===== src/rtl/irq_ctl_pkg.sv =====
package irq_ctl_pkg;
    localparam int SRC_N  = 13;
    localparam int ADDR_W = 4;
    localparam int DATA_W = 32;

    // word addresses of the four registers
    localparam logic [ADDR_W-1:0] WA_SET  = 4'd2;
    localparam logic [ADDR_W-1:0] WA_CLR  = 4'd3;
    localparam logic [ADDR_W-1:0] WA_VIEW = 4'd4;
    localparam logic [ADDR_W-1:0] WA_STAT = 4'd5;

    typedef enum logic [2:0] {
        SEL_NONE,
        SEL_SET,
        SEL_CLR,
        SEL_VIEW,
        SEL_STAT
    } reg_sel_e;
endpackage


===== src/rtl/irq_addr_decode.sv =====
module irq_addr_decode
    import irq_ctl_pkg::*;
#(
    parameter int AW = ADDR_W
) (
    input  logic [AW-1:0] addr_i,
    output reg_sel_e      sel_o
);
    always_comb begin
        unique case (addr_i)
            AW'(WA_SET):  sel_o = SEL_SET;
            AW'(WA_CLR):  sel_o = SEL_CLR;
            AW'(WA_VIEW): sel_o = SEL_VIEW;
            AW'(WA_STAT): sel_o = SEL_STAT;
            default:      sel_o = SEL_NONE;
        endcase
    end
endmodule


===== src/rtl/irq_mask_reg.sv =====
module irq_mask_reg #(
    parameter int N = 13
) (
    input  logic         clk,
    input  logic         rst_n,
    input  logic         set_we_i,
    input  logic         clr_we_i,
    input  logic [N-1:0] bits_i,
    output logic [N-1:0] mask_o
);
    logic [N-1:0] mask_q;

    always_ff @(posedge clk or negedge rst_n) begin
        if (!rst_n)        mask_q <= '0;
        else if (set_we_i) mask_q <= mask_q | bits_i;
        else if (clr_we_i) mask_q <= mask_q & ~bits_i;
    end

    assign mask_o = mask_q;

    AST_SET_ORS_IN: assert property (@(posedge clk) disable iff (!rst_n)
        set_we_i |=> ((mask_q & $past(bits_i)) == $past(bits_i)));
    AST_CLR_DROPS: assert property (@(posedge clk) disable iff (!rst_n)
        clr_we_i |=> ((mask_q & $past(bits_i)) == '0));
    AST_MASK_HOLDS: assert property (@(posedge clk) disable iff (!rst_n)
        !(set_we_i || clr_we_i) |=> $stable(mask_q));
endmodule


===== src/rtl/irq_status_reg.sv =====
module irq_status_reg #(
    parameter int N = 13
) (
    input  logic         clk,
    input  logic         rst_n,
    input  logic         w1c_we_i,
    input  logic [N-1:0] bits_i,
    input  logic [N-1:0] evt_i,
    output logic [N-1:0] stat_o
);
    logic [N-1:0] stat_q;
    logic [N-1:0] clr_v;

    assign clr_v = w1c_we_i ? bits_i : '0;

    always_ff @(posedge clk or negedge rst_n) begin
        if (!rst_n) stat_q <= '0;
        else        stat_q <= (stat_q & ~clr_v) | evt_i;
    end

    assign stat_o = stat_q;

    AST_EVT_SETS: assert property (@(posedge clk) disable iff (!rst_n)
        (|evt_i) |=> ((stat_q & $past(evt_i)) == $past(evt_i)));
    AST_NO_SPURIOUS_SET: assert property (@(posedge clk) disable iff (!rst_n)
        1'b1 |=> ((stat_q & ~$past(stat_q) & ~$past(evt_i)) == '0));
    AST_W1C_CLEARS: assert property (@(posedge clk) disable iff (!rst_n)
        (|(clr_v & ~evt_i)) |=> ((stat_q & $past(clr_v & ~evt_i)) == '0));
endmodule


===== src/rtl/irq_ctl_top.sv =====
module irq_ctl_top
    import irq_ctl_pkg::*;
#(
    parameter int N  = SRC_N,
    parameter int AW = ADDR_W,
    parameter int DW = DATA_W
) (
    input  logic          clk,
    input  logic          rst_n,
    input  logic          wr_en_i,
    input  logic [AW-1:0] addr_i,
    input  logic [DW-1:0] wdata_i,
    output logic [DW-1:0] rdata_o,
    input  logic [N-1:0]  evt_i,
    output logic          irq_o
);
    localparam int PAD = DW - N;

    reg_sel_e     sel;
    logic [N-1:0] wbits;
    logic [N-1:0] mask;
    logic [N-1:0] stat;
    logic         irq_q;

    assign wbits = wdata_i[N-1:0];

    irq_addr_decode #(.AW(AW)) u_dec (
        .addr_i (addr_i),
        .sel_o  (sel)
    );

    irq_mask_reg #(.N(N)) u_mask (
        .clk      (clk),
        .rst_n    (rst_n),
        .set_we_i (wr_en_i && (sel == SEL_SET)),
        .clr_we_i (wr_en_i && (sel == SEL_CLR)),
        .bits_i   (wbits),
        .mask_o   (mask)
    );

    irq_status_reg #(.N(N)) u_stat (
        .clk      (clk),
        .rst_n    (rst_n),
        .w1c_we_i (wr_en_i && (sel == SEL_STAT)),
        .bits_i   (wbits),
        .evt_i    (evt_i),
        .stat_o   (stat)
    );

    always_comb begin
        unique case (sel)
            SEL_VIEW: rdata_o = {{PAD{1'b0}}, mask};
            SEL_STAT: rdata_o = {{PAD{1'b0}}, stat};
            default:  rdata_o = '0;
        endcase
    end

    always_ff @(posedge clk or negedge rst_n) begin
        if (!rst_n) irq_q <= 1'b0;
        else        irq_q <= |(mask & stat);
    end

    assign irq_o = irq_q;

    AST_IRQ_FOLLOWS: assert property (@(posedge clk) disable iff (!rst_n)
        1'b1 |=> (irq_o == $past(|(mask & stat))));
    AST_UNMAPPED_ZERO: assert property (@(posedge clk) disable iff (!rst_n)
        (sel != SEL_VIEW && sel != SEL_STAT) |-> (rdata_o == '0));
    AST_MASK_NO_TOUCH_STAT: assert property (@(posedge clk) disable iff (!rst_n)
        (wr_en_i && (sel == SEL_SET || sel == SEL_CLR) && evt_i == '0) |=> $stable(stat));
endmodule


===== config.mk =====
export PLATFORM = sky130hd
export DESIGN_NAME = irq_ctl_top
export DESIGN_NICKNAME = d
export VERILOG_FILES = /design/src/rtl/irq_ctl_pkg.sv /design/src/rtl/irq_addr_decode.sv /design/src/rtl/irq_mask_reg.sv /design/src/rtl/irq_status_reg.sv /design/src/rtl/irq_ctl_top.sv
export SDC_FILE = /design/constraint.sdc
export NUM_CORES = 1
export LEC_CHECK = 0
export BUFFER_PORTS_ARGS = -buffer_cell sky130_fd_sc_hd__clkbuf_2
export CAP_MARGIN = 0
export CORE_UTILIZATION = 40
export DETAILED_ROUTE_END_ITERATION = 12
export MAX_ROUTING_LAYER = met4
export PLACE_DENSITY = 0.77
export SETUP_SLACK_MARGIN = 0.05
export SYNTH_ARGS = -nofsm -noshare
export SYNTH_HDL_FRONTEND = slang
export SYNTH_SLANG_ARGS = --single-unit

===== constraint.sdc =====
create_clock -name clk -period 1.2 [get_ports clk]
set_clock_uncertainty 0.15 [all_clocks]
set_input_delay 0.06 -clock clk [delete_from_list [all_inputs] [get_ports clk]]
set_output_delay 0.06 -clock clk [all_outputs]
set_load 0.005 [all_outputs]

==> summary.md, run 1 <==
| Metric | Value |
|---|---|
| Status | finished, violations left |
| Failing checks | negative setup slack |
| RSZ-0062 raised after global routing | true |
| CTS sink cnt | 27 |
| Placed cell area | approximately 1800 um^2 |
| Number of diodes | 0 |
| Global route overflow | 0 |
| Max-slew violations | 0 |
| # port buffers | 46 |
| Die width | 63.40 um |
| Wire per inst | 12.87 um |
| Slowest cell on the critical path | dfrtp_1 |
| Worst path required time | between 1 and 1.5 ns |
| Full die area | 4019 um^2 |
| HPWL Detailed | 2.375 mm |
| Mean Syn Cell Area | between 10 and 15 um^2 |
| Vias in the first global route | 1365 |
| # IOs | 85 |
| Cell area after synthesis | between 1500 and 2000 um^2 |
| Final WS setup | -0.1789 ns |
| Initial core utilization | 43.47% |
| First-pass GRT wire length | between 5 and 6 mm |
| PwrDens | 974.8 nW/um^2 |
| Share of cells above drive strength 1 | roughly a third |
| Worst-Skew Late Latency | 0.28 ns |
| Cells after synthesis | 143 |
| Vias per inst | 4.763 |
| Finish-stage setup viols | 10 |
| Core box area | 3468 um^2 |
| Synth cell types | 19 |
| Worst-path clk slew | ~0.1 ns |
| Synth warnings | 0 |
| 1st-pass router iterations | 4 |
| Htree depth | 1 |
| CTS tree | built |
| Total power | 0.002169 W |
| CP max stage delay | 0.42 ns |
| Post-route minimum period | 1.379 ns |
| Min-Delay Path Class | input port to register |
| Area growth, synth to finish | 47.55% |
| CTS root buf | clkbuf_8 |
| GPL Wtd Cong | 0.7344 |
| Design Area, Final | about 2200 um^2 |
| EDFF count, synth | 0 |
| #FFs+latches synth | 27 |
| Routed Antenna Nets | 0 |
| Crit start category | register |
| Dominant synthesized flop cell | dfrtp_1 |
| Pin count of the biggest net entering global routing | 28 |
| Max Root-Sink Buffers | 2 |
| Starting DRC count in detailed routing | just under 70 |
| Maximum capacitance violations | 0 |
| CP Max Fanout | 2 |
| Final hold violation count | 0 |
| Final worst-path cycle share | 114.9% |
| Sequential-to-total area share from yosys stat | between 40% and 50% |
| Setup TNS | -0.5306 ns |
| Fmax | 725.2 MHz |
| Critical path, cell by cell | a222oi_1 > and3_1 > nand4_1 |
| CP Data Arrival Time | 1.39 ns |
| Asr flop ratio synth | 100.0% |
| Type of the worst setup path | register to register |
| Routed via count | 1367 |
| Dpl ws | -0.1430 ns |
| Worst Setup End Kind | register |
| Initial antenna violation count | 0 |
| LEAKAGE | 1.132 nW |
| Fill cell count | between 200 and 300 |
| Final nets | 294 |
| TritonCTS Buffers | 3 |
| Total Routing Usage GR | 19.56% |
| Maximum VDD drop | about 0.00072 V |
| Row Count | 21 |
| Die Height | approximately 63 um |
| Drt drc | 0 |
| Wirelength, routed | 3.693 mm |
[what timing repair did]
item | CTS | global route
endpoints found under the hold margin | 53 | 0
endpoints found under the setup margin | 14 | 14
resized for setup | 2 | 0
hold buffers | 29 | 0
setup buffers | 12 | 2
pin swaps | 2 | 4
[synth_stat cells, types with 2 or more instances]
library cell	count	area share (%)
inv_1	13	3.2
a21o_1	13	6.5
dfrtp_1	27	45
nand2_1	13	3.2
nand3_1	6	2.0
buf_2	4	1.3
mux2i_1	13	8.6
and4bb_1	2	1.7
a22o_1	13	7.6
a22oi_1	5	2.5
nand3_2	7	4.6
buf_4	20	10
[layer usage]
layer / track usage [%] / vias to the layer above / wire [um] / share of wire (%)
met1: 22.44 / 643 / 1554 / 42
li1: - / 658 / - / -
met5: - / - / 0 / 0
met4: 4.261 / 0 / 21 / 0.57
met2: 35.90 / 62 / 1921 / 52
met3: 2.536 / 4 / 195 / 5.3
[through the flow]
stage | std cells | hold slack, ns | util (%)
finish | 287 | 0.1112 | 64.14
global route | 287 | 0.1145 | 64.14
CTS | 285 | 0.1045 | 63.71
global placement | 240 | -0.07298 | 51.08
detailed placement | 240 | -0.06555 | 51.08
floorplan | 161 | -0.3856 | -
[placed cells by master, fill, tap and decap left out]
cell,n
inv_6,1
and3_1,1
nand4_1,1
a22o_1,13
nand3_1,6
mux2i_1,13
a22oi_1,5
buf_4,25
and4bb_1,2
a222oi_1,1
dfrtp_1,27
nand3_2,7
inv_1,13
dlygate4sd3_1,29
nand2_1,13
clkbuf_2,46
clkbuf_8,3
buf_6,2
a21o_1,13
nor4b_2,1
conb_1,19
[power breakdown]
part / switching (W) / internal, W / total (W)
Sequential: 0.0000789 / 0.00102 / 0.00110
Combinational: 0.000227 / 0.000305 / 0.000533
Clock: 0.000297 / 0.000244 / 0.000541
Total: 0.000603 / 0.00157 / 0.00217
[worst max-delay path, delay by kind of cell, from the launching register on]
family	cells	cell delay (ns)
DFF	1	0.42
AOI/OAI and AO/OA	1	0.38
and+or+nand+nor	2	0.32
[worst paths after layout]
path                                       startpoint                          to  slack, ns  cells after the start
setup / recovery           u_stat.stat_o[8]$_DFF_PN0_             irq_o$_DFF_PN0_      -0.18                      3
hold / removal                                wr_en_i  u_stat.stat_o[7]$_DFF_PN0_       0.11                      4
setup reg to reg           u_stat.stat_o[8]$_DFF_PN0_             irq_o$_DFF_PN0_      -0.18                      3
hold reg to reg            u_stat.stat_o[2]$_DFF_PN0_  u_stat.stat_o[2]$_DFF_PN0_       0.38                      1
max in group asynchronous                       rst_n                   async pin       0.46                      3
min in group asynchronous                       rst_n  u_stat.stat_o[0]$_DFF_PN0_       0.16                      3
[logic make-up (layout without fill, tap and decap cells)]
family                 count (synthesis)  in the layout  synth area share [%]
other                                  1             19                0.2487
AOI/OAI and AO/OA                     32             32                 17.18
DFF                                   27             27                 44.81
muxes                                 13             13                 8.630
and+or+nand+nor                       31             31                 13.36
buffers and inverters                 39            119                 15.77
[area by class of cell]
type,count,area [um^2],area share (%)
timing repair buffer,102,730.7,32.85
clock buffer,3,41.29,1.856
multi-input combinational,95,661.9,29.75
sequential,27,675.6,30.37
clock inverter,1,8.758,0.3937
inverter,13,48.80,2.193
tap,46,57.56,2.587
No activity file was read; power rests on OpenSTA's default activity.
==> run 2, diff against run 1 <==
--- a/config.mk
+++ b/config.mk
@@ -7,10 +7,10 @@
 export LEC_CHECK = 0
 export BUFFER_PORTS_ARGS = -buffer_cell sky130_fd_sc_hd__clkbuf_2
 export CAP_MARGIN = 0
-export CORE_UTILIZATION = 40
+export CORE_UTILIZATION = 47
 export DETAILED_ROUTE_END_ITERATION = 12
 export MAX_ROUTING_LAYER = met4
-export PLACE_DENSITY = 0.77
+export PLACE_DENSITY = 0.84
 export SETUP_SLACK_MARGIN = 0.05
 export SYNTH_ARGS = -nofsm -noshare
 export SYNTH_HDL_FRONTEND = slang
==> constraint.sdc (replaced) <==
create_clock -name clk -period 1.7 [get_ports clk]
set_clock_uncertainty 0.15 [all_clocks]
set_input_delay 0.085 -clock clk [delete_from_list [all_inputs] [get_ports clk]]
set_output_delay 0.085 -clock clk [all_outputs]
set_load 0.005 [all_outputs]
==> run 2 against run 1 <==
  * The run now ends clean
  * Worst setup slack gained 0.31 ns
  * Die area shrank 14%
  * Final cell count decreased by 3.1%
  * Sequential share of layout area is 0.42 points higher
  * Total power shrank 35%
  * Sequential cell count did not move
  * Largest power group unchanged
  * Clock-buffer cell count stayed put
  * Clock power decreased by 47%
  * Sequential power fell by 29%
  * Hold slack got worse by 0.041 ns
  * Via count is 0.51% lower
  * Combinational power down 37%
==> summary.md, run 2 (same netlist as run 1, synthesis figures left out) <==
| Metric | Value |
|---|---|
| Drt drc | 0 (unchanged) |
| # port buffers | 46 (unchanged) |
| Global route overflow | 0 (unchanged) |
| Die Height | 58.64 um (-7.5%) |
| Die width | 58.64 um (-7.5%) |
| Worst slew pin tran | 0.6629 ns |
| CP Max Fanout | 26 (+24) |
| Routed Antenna Nets | 0 (unchanged) |
| Pin count of the biggest net entering global routing | 28 (unchanged) |
| Row Count | 20 (-4.8%) |
| Vias in the first global route | 1386 (+1.5%) |
| CP Data Arrival Time | 1.65 ns (+0.26 ns) |
| Worst Setup End Kind | register |
| Delay-heaviest family, CP | buffers and inverters |
| Worst path required time | 1.78 ns (+0.56 ns) |
| Worst-Skew Late Latency | 0.33 ns (+0.05 ns) |
| Routed via count | 1360 (-0.51%) |
| HPWL Detailed | 2.039 mm (-14%) |
| Slowest cell on the critical path | dlygate4sd3_1 |
| Initial core utilization | 49.39% (+5.9 points) |
| Hold depth | 3 (-1) |
| Total Routing Usage GR | 25.15% (+5.6 points) |
| TritonCTS Buffers | 3 (unchanged) |
| Post-route minimum period | approximately 1.6 ns |
| Area growth, synth to finish | 45.56% |
| Type of the worst setup path | input port to register |
| Maximum VDD drop | 0.0004222 V (-41%) |
| 1st-pass router iterations | 4 (unchanged) |
| Slew Limit Headroom | between 50% and 60% |
| Post-CTS Setup Inserts | 0 (-12) |
| Htree depth | 1 (unchanged) |
| Maximum capacitance violations | 0 (unchanged) |
| CP max stage delay | 0.58 ns (+0.16 ns) |
| Wirelength, routed | 3.758 mm (+1.8%) |
| RSZ-0062 raised after global routing | false |
| Buf/Inv on CP | 3 (+3) |
| Share of cells above drive strength 1 | 26.92% (-8.3 points) |
| GPL Wtd Cong | 0.7245 (-1.3%) |
| Levels on crit path | 6 (+3) |
| First-pass GRT wire length | 6.272 mm (+5.2%) |
| Crit start category | input port |
| Max-slew violations | 0 (unchanged) |
| Final hold violation count | 0 (unchanged) |
| Most frequent cells in the layout | 46 x clkbuf_2, 45 x dlygate4sd3_1, 27 x dfrtp_1 |
| CTS sink cnt | 27 (unchanged) |
| Cells after DPL | 229 (-4.6%) |
| Max Root-Sink Buffers | 2 (unchanged) |
| CTS root buf | clkbuf_4 |
| Fmax | 636.9 MHz |
| Worst reg2reg path depth | 2 (-1) |
| CTS tree | built |
| Core box area | 3053 um^2 (-12%) |
| Min-Delay Path Class | input port to register |
| Vias per inst | 4.892 (+2.7%) |
| Wire per inst | 13.52 um (+5.1%) |
| Full die area | 3439 um^2 (-14%) |
| LEAKAGE | 1.040 nW (-8.1%) |
| Status | complete, no violations |
| Critical path, cell by cell | clkbuf_2 > and4bb_1 > buf_12 > nand3_1 > a21o_1 > dlygate4sd3_1 |
| Setup TNS | 0 ns (+0.5306 ns) |
| Initial antenna violation count | 0 (unchanged) |
| Number of diodes | 0 (unchanged) |
| Final std cells w/o fill | 278 (-3.1%) |
| # IOs | 85 (unchanged) |
| Commonest non-fill, non-tap cell in the layout | clkbuf_2 |
| Final worst-path cycle share | between 90 and 100% |
| Worst-path clk slew | 0.16 ns (+0.06 ns) |
| Final nets | 287 (-2.4%) |
| PwrDens | 639.9 nW/um^2 (-34%) |
| Finish-stage setup viols | 0 (-10) |
| Starting DRC count in detailed routing | 73 (+7.4%) |
[run 2: routing by layer]
| metal | vias to the layer above | share of wire (%) | track usage [%] |
|---|---|---|---|
| li1 | 641 | - | - |
| met1 | 644 | 42 | 30.26 |
| met2 | 67 | 52 | 44.66 |
| met3 | 8 | 4.8 | 4.176 |
| met4 | 0 | 1.5 | 5.102 |
| met5 | - | 0 | - |
[run 2: worst paths after layout]
check,start,to,slack (ns)
max,addr_i[0],u_stat.stat_o[0]$_DFF_PN0_,0.13
min,addr_i[0],register,0.07
max reg2reg,u_stat.stat_o[0]$_DFF_PN0_,u_stat.stat_o[0]$_DFF_PN0_,0.26
min reg2reg,register,register,0.41
max in group asynchronous,rst_n,u_stat.stat_o[11]$_DFF_PN0_,0.82
min in group asynchronous,rst_n,async pin,0.14
[run 2: power breakdown]
| group | internal, W | total [W] | switching (W) |
|---|---|---|---|
| clock network | 0.0000899 | 0.000286 | 0.000196 |
| logic | 0.000191 | 0.000338 | 0.000147 |
| registers | 0.000718 | 0.000781 | 0.0000631 |
[run 2: cell type report]
cell class                      instances  area, um^2
Inverter                               13       48.80
Clock buffer                            3       22.52
Sequential cell                        27       675.6
Fill cell                             228       858.3
Multi-Input combinational cell         95       661.9
Clock inverter                          1       7.507
Tap cell                               44       55.05
Timing Repair Buffer                   95       723.2
[run 2: repair_timing]
action | 4_1_cts | 5_1_grt
resized for setup | 0 | 1
hold endpoints to repair | 53 | 0
hold buffers | 45 | 0
setup endpoints to repair | 0 | 1
[run 2: per-stage QoR]
step	total power (W)	cell area [um^2]	hold slack (ns)	setup slack, ns	util, %
floorplan	0.0009427	1575	-0.3606	0.5235	-
global placement	0.001015	1714	-0.004145	0.3628	56.15
detailed placement	0.001022	1714	0.0003780	0.3482	56.15
CTS	0.001395	2195	0.06058	0.1718	71.89
global route	0.001489	2195	0.07563	0.1156	71.89
finish	0.001404	2195	0.07002	0.1299	71.89
[run 2: worst reg2reg max path, stage by stage (launching register included)]
cell and delay (ns):
dfrtp_1 0.44, a21o_1 0.18, dlygate4sd3_1 0.58
